[src/rtl/cas_pkg.sv]
package cas_pkg;

   typedef enum logic [1:0] {
      SEQ_IDLE = 2'd0,
      SEQ_ACQ  = 2'd1,
      SEQ_WAIT = 2'd2
   } seq_st_e;

   localparam logic [3:0] MODE_SPECIAL = 4'b1011;

   // acquisition code to conversion-clock periods
   function automatic logic [4:0] acq_periods(input logic [2:0] code);
      logic [4:0] p;
      if (code <= 3'd4) p = {1'b0, code, 1'b0};
      else              p = 5'd12 + {1'b0, (code - 3'd5), 2'b00};
      return p;
   endfunction

endpackage

[src/rtl/cas_timer.sv]
module cas_timer
   import cas_pkg::*;
#(
   parameter int TW = 16
) (
   input  logic          clk,
   input  logic          rst_n,
   input  logic [3:0]    mode_i,
   input  logic [TW-1:0] cmp_i,
   output logic [TW-1:0] tmr_o,
   output logic          trig_o
);

   generate
      if (TW < 2) begin : g_bad_tw
         $error("cas_timer: TW must be at least 2");
      end
   endgenerate

   assign trig_o = (mode_i == MODE_SPECIAL) && (tmr_o == cmp_i);

   always_ff @(posedge clk or negedge rst_n) begin
      if (!rst_n)      tmr_o <= '0;
      else if (trig_o) tmr_o <= '0;
      else             tmr_o <= tmr_o + 1'b1;
   end

   a_r2_event_clears: assert property (@(posedge clk) disable iff (!rst_n)
      (mode_i == MODE_SPECIAL && tmr_o == cmp_i) |=> (tmr_o == '0));

   a_r1_counts_up: assert property (@(posedge clk) disable iff (!rst_n)
      (mode_i != MODE_SPECIAL) |=> (tmr_o == $past(tmr_o) + 1'b1));

endmodule

[src/rtl/cas_seq.sv]
module cas_seq
   import cas_pkg::*;
#(
   parameter int TAD_CYC = 1
) (
   input  logic       clk,
   input  logic       rst_n,
   input  logic       en_i,
   input  logic       trig_i,
   input  logic       go_set_i,
   input  logic [2:0] acq_sel_i,
   input  logic       conv_valid_i,
   output logic       go_o,
   output logic       conv_start_o,
   output logic       capture_o
);

   localparam int MAXD = 20 * TAD_CYC;
   localparam int CW   = $clog2(MAXD + 1);

   generate
      if (TAD_CYC < 1) begin : g_bad_tad
         $error("cas_seq: TAD_CYC must be at least 1");
      end
   endgenerate

   seq_st_e        st_q;
   logic [CW-1:0]  cnt_q;
   logic [CW-1:0]  dly_w;
   logic [4:0]     base_w;
   logic           start_w;

   assign base_w = acq_periods(acq_sel_i);

   generate
      if (TAD_CYC == 1) begin : g_unit
         assign dly_w = CW'(base_w);
      end else begin : g_scaled
         assign dly_w = CW'(base_w * TAD_CYC);
      end
   endgenerate

   assign start_w      = en_i && !go_o && (trig_i || go_set_i);
   assign conv_start_o = (st_q == SEQ_ACQ) && (cnt_q == '0);
   assign capture_o    = (st_q == SEQ_WAIT) && conv_valid_i;

   always_ff @(posedge clk or negedge rst_n) begin
      if (!rst_n) begin
         st_q  <= SEQ_IDLE;
         cnt_q <= '0;
         go_o  <= 1'b0;
      end else begin
         case (st_q)
            SEQ_IDLE: if (start_w) begin
               go_o  <= 1'b1;
               cnt_q <= dly_w;
               st_q  <= SEQ_ACQ;
            end
            SEQ_ACQ: begin
               if (cnt_q == '0) st_q  <= SEQ_WAIT;
               else             cnt_q <= cnt_q - 1'b1;
            end
            SEQ_WAIT: if (conv_valid_i) begin
               go_o <= 1'b0;
               st_q <= SEQ_IDLE;
            end
            default: st_q <= SEQ_IDLE;
         endcase
      end
   end

   a_r3_event_sets_go: assert property (@(posedge clk) disable iff (!rst_n)
      (trig_i && en_i && !go_o) |=> go_o);

   a_r4_disabled_idle: assert property (@(posedge clk) disable iff (!rst_n)
      (!en_i && !go_o) |=> !go_o);

   a_r5_single_strobe: assert property (@(posedge clk) disable iff (!rst_n)
      conv_start_o |=> !conv_start_o);

   a_r5_strobe_in_go: assert property (@(posedge clk) disable iff (!rst_n)
      conv_start_o |-> go_o);

   a_r9_go_drops: assert property (@(posedge clk) disable iff (!rst_n)
      capture_o |=> !go_o);

endmodule

[src/rtl/cas_result.sv]
module cas_result #(
   parameter int RW = 10
) (
   input  logic          clk,
   input  logic          rst_n,
   input  logic          capture_i,
   input  logic [RW-1:0] data_i,
   input  logic          left_i,
   input  logic          clr_i,
   output logic [7:0]    hi_o,
   output logic [7:0]    lo_o,
   output logic          flag_o
);

   generate
      if (RW <= 8 || RW >= 16) begin : g_bad_rw
         $error("cas_result: RW must lie between 9 and 15");
      end
   endgenerate

   logic [15:0] just_w;

   always_comb begin
      if (left_i) just_w = {data_i, {(16-RW){1'b0}}};
      else        just_w = {{(16-RW){1'b0}}, data_i};
   end

   always_ff @(posedge clk or negedge rst_n) begin
      if (!rst_n) begin
         hi_o   <= '0;
         lo_o   <= '0;
         flag_o <= 1'b0;
      end else begin
         if (capture_i) begin
            hi_o <= just_w[15:8];
            lo_o <= just_w[7:0];
         end
         if (capture_i)  flag_o <= 1'b1;
         else if (clr_i) flag_o <= 1'b0;
      end
   end

   a_r9_flag_on_capture: assert property (@(posedge clk) disable iff (!rst_n)
      capture_i |=> flag_o);

   a_r11_sticky: assert property (@(posedge clk) disable iff (!rst_n)
      (flag_o && !clr_i && !capture_i) |=> (flag_o && $stable(hi_o) && $stable(lo_o)));

endmodule

[src/rtl/cmp_adc_seq.sv]
module cmp_adc_seq
   import cas_pkg::*;
#(
   parameter int TW      = 16,
   parameter int RW      = 10,
   parameter int CHW     = 4,
   parameter int TAD_CYC = 1
) (
   input  logic           clk,
   input  logic           rst_n,
   input  logic [3:0]     cmp_mode_i,
   input  logic [TW-1:0]  cmp_val_i,
   input  logic           adc_en_i,
   input  logic [CHW-1:0] chan_i,
   input  logic [2:0]     acq_sel_i,
   input  logic           left_just_i,
   input  logic           go_set_i,
   input  logic           flag_clr_i,
   input  logic [RW-1:0]  conv_data_i,
   input  logic           conv_valid_i,
   output logic [TW-1:0]  tmr_o,
   output logic           go_o,
   output logic           flag_o,
   output logic [7:0]     res_hi_o,
   output logic [7:0]     res_lo_o,
   output logic           conv_start_o,
   output logic [CHW-1:0] conv_chan_o
);

   logic trig_w;
   logic capture_w;

   cas_timer #(.TW(TW)) u_timer (
      .clk    (clk),
      .rst_n  (rst_n),
      .mode_i (cmp_mode_i),
      .cmp_i  (cmp_val_i),
      .tmr_o  (tmr_o),
      .trig_o (trig_w)
   );

   cas_seq #(.TAD_CYC(TAD_CYC)) u_seq (
      .clk          (clk),
      .rst_n        (rst_n),
      .en_i         (adc_en_i),
      .trig_i       (trig_w),
      .go_set_i     (go_set_i),
      .acq_sel_i    (acq_sel_i),
      .conv_valid_i (conv_valid_i),
      .go_o         (go_o),
      .conv_start_o (conv_start_o),
      .capture_o    (capture_w)
   );

   cas_result #(.RW(RW)) u_result (
      .clk       (clk),
      .rst_n     (rst_n),
      .capture_i (capture_w),
      .data_i    (conv_data_i),
      .left_i    (left_just_i),
      .clr_i     (flag_clr_i),
      .hi_o      (res_hi_o),
      .lo_o      (res_lo_o),
      .flag_o    (flag_o)
   );

   assign conv_chan_o = chan_i;

   a_r7_busy_no_restart: assert property (@(posedge clk) disable iff (!rst_n)
      (go_o && !capture_w) |=> go_o);

   a_r6_chan_passes: assert property (@(posedge clk) disable iff (!rst_n)
      conv_start_o |-> (conv_chan_o == chan_i));

endmodule

[config.mk]
export PLATFORM = sky130hd
export DESIGN_NAME = cmp_adc_seq
export DESIGN_NICKNAME = d
export VERILOG_FILES = /design/src/rtl/cas_pkg.sv /design/src/rtl/cas_timer.sv /design/src/rtl/cas_seq.sv /design/src/rtl/cas_result.sv /design/src/rtl/cmp_adc_seq.sv
export SDC_FILE = /design/constraint.sdc
export NUM_CORES = 1
export LEC_CHECK = 0
export BUFFER_PORTS_ARGS = -buffer_cell sky130_fd_sc_hd__clkbuf_2
export CORE_UTILIZATION = 30
export CTS_BUF_LIST = sky130_fd_sc_hd__clkbuf_16
export DETAILED_ROUTE_END_ITERATION = 8
export PLACE_DENSITY_LB_ADDON = 0.1
export RECOVER_POWER = 100
export SETUP_SLACK_MARGIN = 0.3
export SLEW_MARGIN = 10
export SYNTH_ARGS = -nofsm -noshare
export SYNTH_HDL_FRONTEND = slang
export SYNTH_SLANG_ARGS = --single-unit
[constraint.sdc]
create_clock -name clk -period 2.5 [get_ports clk]
set_clock_uncertainty 0.05 [all_clocks]
set_input_delay 0.375 -clock clk [delete_from_list [all_inputs] [get_ports clk]]
set_output_delay 0.375 -clock clk [all_outputs]
set_load 0.005 [all_outputs]
# == Word level (Yosys, flattened, before mapping) ==
# Index checks and enable logic that the tools add are counted.
# op_classes
addsub,4
n_lt_le_gt_ge,1
n_eq_ne,8
mux,15
reduce_logical,15
# op_table
cell,n
2-to-1 mux 16 bit,2
"adder 16 x 1 -> 16 bit, second input constant",1
equality test 16 bit,1
2-to-1 mux 5 bit,3
case mux 5 bit (2 select lines),1
AND reduction 3 bit,3
2-to-1 mux 2 bit,3
"!= test 2 bit, second input constant",3
case mux 2 bit (3 select lines),1
nonzero test 2 bit,3
"adder 4 x 5 -> 5 bit, first input constant",1
logical AND 1 bit,5
logical NOT 5 bit,1
"subtractor 5 x 1 -> 5 bit, second input constant",1
"equality test 4 bit, second input constant",1
2-to-1 mux 1 bit,4
"<= comparator 3 bit, second input constant",1
"subtractor 3 bit, second input constant",1
"equality test 2 x 1 -> 1 bit, second input constant",1
"equality test 2 bit, second input constant",1
logical NOT 2 bit,1
"!= test 2 x 1 -> 1 bit, second input constant",1
case mux 1 bit (2 select lines),1
logical NOT 1 bit,1
logical OR 1 bit,1
# word_totals
ff_bits,41
inputBits,44
output_inout_bits,39

# == Depth between registers and ports, before layout ==
# depth
depth_word,6
mapped_depth,7
ltp_nobuf,6

# == Cells and area by module ==
# A second synthesis with hierarchy kept.
# hier_totals
cells_unflattened,224
hier_area_um2,2253.4
# modules_own_cells
mod,instances,cells_per_inst,area_each_um2,seq_area_each_um2
cas_timer,1,94,930.9,400.4
cas_result,1,72,752.0,425.4
cas_seq,1,54,540.5,200.2
cmp_adc_seq,1,4,30.0,0.0

# == Least setup slack after synthesis ==
# No wires, ideal clock.
# synth_timing
path_type,flip-flop to flip-flop
start,register u_timer.tmr_o[2]
end,register u_seq.cnt_q[1]
setup_time_ns,0.128
t_arrival_ns,1.714
required_ns,2.322
slack_ns,0.608
path_stages_with_launch,6
path_buffers,0
cell_sequence,dfrtp_1 xor2_1 nor4_2 nand4_2 o31ai_4 mux2_1
# synth_between
elab_chain_len,6
# synth_lines
element,line_no,text
from (decl),cas_timer.sv:10,"output logic [TW-1:0] tmr_o,"
from (signal assigned),cas_timer.sv:25,else tmr_o <= tmr_o + 1'b1;
equality test 16 bit,cas_timer.sv:20,assign trig_o = (mode_i == MODE_SPECIAL) && (tmr_o == cmp_i);
logical AND 1 bit,cas_timer.sv:20,
logical OR 1 bit,cas_seq.sv:43,assign start_w = en_i && !go_o && (trig_i || go_set_i);
logical AND 1 bit,cas_seq.sv:43,
!= test 2 x 1 -> 1 bit (no source line),--,
AND reduction 3 bit (no source line),--,
to (signal assigned),cas_seq.sv:56,cnt_q <= dly_w;
to (signal assigned),cas_seq.sv:61,else cnt_q <= cnt_q - 1'b1;
to (decl),cas_seq.sv:28,logic [CW-1:0] cnt_q;
# Every way passes these cells.
# A chain may end at the register's enable or synchronous reset.

# == Worst setup path in the final report ==
# layout_timing
start,register u_timer.tmr_o[11]
end,register u_timer.tmr_o[13]
# layout_between
elab_chain_len,3
word_cells_on_any_way,4
cone_classes,add/sub: 1; eq/ne: 1; mux: 1; reduce/logical: 1
# layout_lines
element,line_no,text
branches (longest 2 deep; another with adder 16 x 1 -> 16 bit),--,
2-to-1 mux 16 bit (*),cas_timer.sv:24,else if (trig_o) tmr_o <= '0;
# Every way passes the cells marked *.

==> flow_metrics.tcl <==
set metrics [dict create \
    whs_ps 238 \
    end_kind "flop" \
    initial_core_util 0.309 \
    clock-root-buffer "clkbuf_16" \
    ys_top_cells_by_area "dfrtp_1 46%, xor2_1 7.5%, o21ai_0 5.2%" \
    cts.sinks 41 \
    leakage_nw 1.29 \
    setup_viol 0 \
    path_cells "xor2_1 -> nor4_2 -> nand4_1 -> nor2_1 -> clkbuf_2 -> nor2_1" \
    grt_pass1_wl_um 8450 \
    final_core_util 0.392 \
    post_drt_wl_per_cell_um 12.5 \
    ys_types 41 \
    std_cell_rows 31 \
    design.portCount 83 \
    setup-tns-final_ps 0 \
    worst_pin_slew_ps 1240 \
    synth-edff-count 0 \
    pwr-share-seq 0.411 \
    pwr-share-clk 0.322 \
    routed_wl_um 5110 \
    track_usage 0.142 \
    synthesis.instances 232 \
    ys_warn_count 0 \
    netlist_area_um2 2230 \
    crit_path_start_kind "flop" \
    power_per_cell_area_nw_per_um2 799 \
    antenna_cells 0 \
    crit_path_max_fanout 16 \
    drtIter0Drc 48 \
    fp.dieH_um 88.2 \
    timing.rr.start "u_timer.tmr_o[11]$_DFF_PN0_" \
    tritoncts "done" \
    htree_levels 2 \
    synth_top_cell_area_share 0.460 \
    synth-seq-cells 41 \
    post-synth-top-count-cell "dfrtp_1" \
    numPortBuffers 74 \
    period_share 0.813 \
    p_int_mw 1.54 \
    firstDrtPassIters 4 \
    numCtsBuffers 5 \
    drive_gt1_frac 0.204 \
    vdd_drop_max_v 0.000308 \
    gr-total-overflow 0 \
    place_congestion 0.806 \
    slew_headroom 0.176 \
    slowest_delay_ps 460 \
    hp-class "input pin to flop" \
    holdCritStartpoint "conv_valid_i" \
    syn2layout_area_growth_pct 26.7 \
    grt_max_degree 35 \
    synthesis.area_per_instance_um2 9.61 \
    crit_family "simple AND/OR/NAND/NOR gates" \
    syn_nets 282 \
    netSwitchingFraction 0.316 \
    nets 358 \
    core_um2 7210 \
    post_cts_buffers 0 \
    die_x_um 88.2 \
    vias_per_cell 4.53 \
    critPathArrivalTime_ps 2140 \
    dp_hpwl_um 3930 \
    critPathRequiredTime_ps 2610 \
    insertion_delay_ps 280 \
    yosysTopAreaCell "dfrtp_1" \
    ant_nets 0 \
    clockBufferDepth 2 \
    crit_buf_inv 1 \
    p_sw_uw 714 \
    pwr-share-comb 0.267 \
    rsz0062_at_grt "no" \
    final_max_slew_viol_count 0 \
    clk_pin_slew_ps 60 \
    fp.dieArea_um2 7780 \
    fillers 779 \
    antenna_found_initial 0 \
    via_count 1848 \
    drc 0 \
    async_reset_ff_frac 1.00 \
    crit_type "flop to flop" \
    critPathMostFrequentCell "nor2_1" \
    grt_pass1_vias 1728 \
    run_status "finished clean" \
    synth_common_cells "41 x dfrtp_1, 29 x nand2_1, 23 x nor2_1, 23 x o21ai_0, 19 x xor2_1" \
    synth-main-ff-cell "dfrtp_1" \
    max_freq_ghz 0.492 \
    hold_viol 0 \
    fin_crit_ps 2030 \
    crit_slowest_cell "dfrtp_1" \
    drv_cap 0 \
    synth_seq_area_share 0.460 \
    crit_path_start "u_timer.tmr_o[11]$_DFF_PN0_" \
]
==> state kept, by name (all words and copies together) (netlist names) <==
| name | cells |
|---|---|
| u_result.hi_o | 8 |
| u_seq.cnt_q | 5 |
| u_result.lo_o | 8 |
| u_result.flag_o | 1 |
| u_timer.tmr_o | 16 |
| u_seq.st_q | 2 |
| u_seq.go_o | 1 |
==> power by group through the flow <==
stage,registers [mW],logic (mW),clock network [mW]
after global placement,0.936,0.637,0
after global routing,0.955,0.710,0.788
final,0.927,0.603,0.727
after detailed placement,0.944,0.637,0
after floorplan,0.933,0.378,0
after CTS,0.932,0.642,0.753
==> layer usage <==
metal | up-vias | GRT usage | part of all wire
li1 | 938 | - | -
met4 | 0 | 0.0396 | 0.012
met2 | 62 | 0.210 | 0.44
met5 | - | 0 | 0
met3 | 5 | 0.0392 | 0.065
met1 | 843 | 0.203 | 0.49
==> path summary, 6_finish.rpt <==
kind                       slack (ps)  cells past startpoint                      endpoint
setup / recovery                  470                      6   u_timer.tmr_o[13]$_DFF_PN0_
hold / removal                    240                      2     u_seq.st_q[1]$_DFFE_PN0P_
setup reg to reg                  470                      6   u_timer.tmr_o[13]$_DFF_PN0_
hold reg to reg                   420                      2  u_result.lo_o[3]$_DFFE_PN0P_
max in group asynchronous         560                      3    u_timer.tmr_o[6]$_DFF_PN0_
min in group asynchronous         550                      2  u_result.lo_o[4]$_DFFE_PN0P_
==> placed cells by master (no fill, tap or decap), types with 3 or more instances in the layout <==
cell type,count
inv_1,9
dfrtp_1,41
clkbuf_1,26
mux2i_1,4
nand2b_1,7
nand3_1,9
clkbuf_16,5
and4_1,3
nor3_1,3
xnor2_1,13
a31oi_1,3
clkbuf_2,52
ha_1,6
nor2_1,24
nor4_2,3
xor2_1,19
nand2_1,29
o21ai_0,23
==> per-stage QoR <==
stage | cell area [µm²] | std cells | power (mW) | worst slack, ps
after CTS | 2880 | 408 | 2.33 | 474
after global placement | 2700 | 399 | 1.57 | 488
final | 2830 | 408 | 2.26 | 467
after global routing | 2830 | 408 | 2.45 | 242
after detailed placement | 2700 | 399 | 1.58 | 464
after floorplan | 2230 | 232 | 1.31 | 608
==> logic make-up after synthesis <==
family          synth area share
fa+ha+maj                 0.0337
simple gates               0.217
xor+xnor                   0.126
buf+inv                   0.0393
mux                       0.0230
flops                      0.460
compound gates             0.102
==> final cells by class <==
| type | instances | area, µm² | share of cell area |
|---|---|---|---|
| Multi-Input combinational cell | 172 | 1110 | 0.392 |
| Clock buffer | 5 | 125 | 0.0443 |
| Inverter | 9 | 33.8 | 0.0120 |
| Clock inverter | 3 | 41.3 | 0.0146 |
| Sequential cell | 41 | 1030 | 0.363 |
| Tap cell | 99 | 124 | 0.0438 |
| Timing Repair Buffer | 79 | 368 | 0.130 |
==> what timing repair did <==
item	4_1_cts	5_1_grt
hold buffers	1	0
resized for setup	0	0
endpoints found under the hold margin	9	0
(Power assumes the default switching activity.)
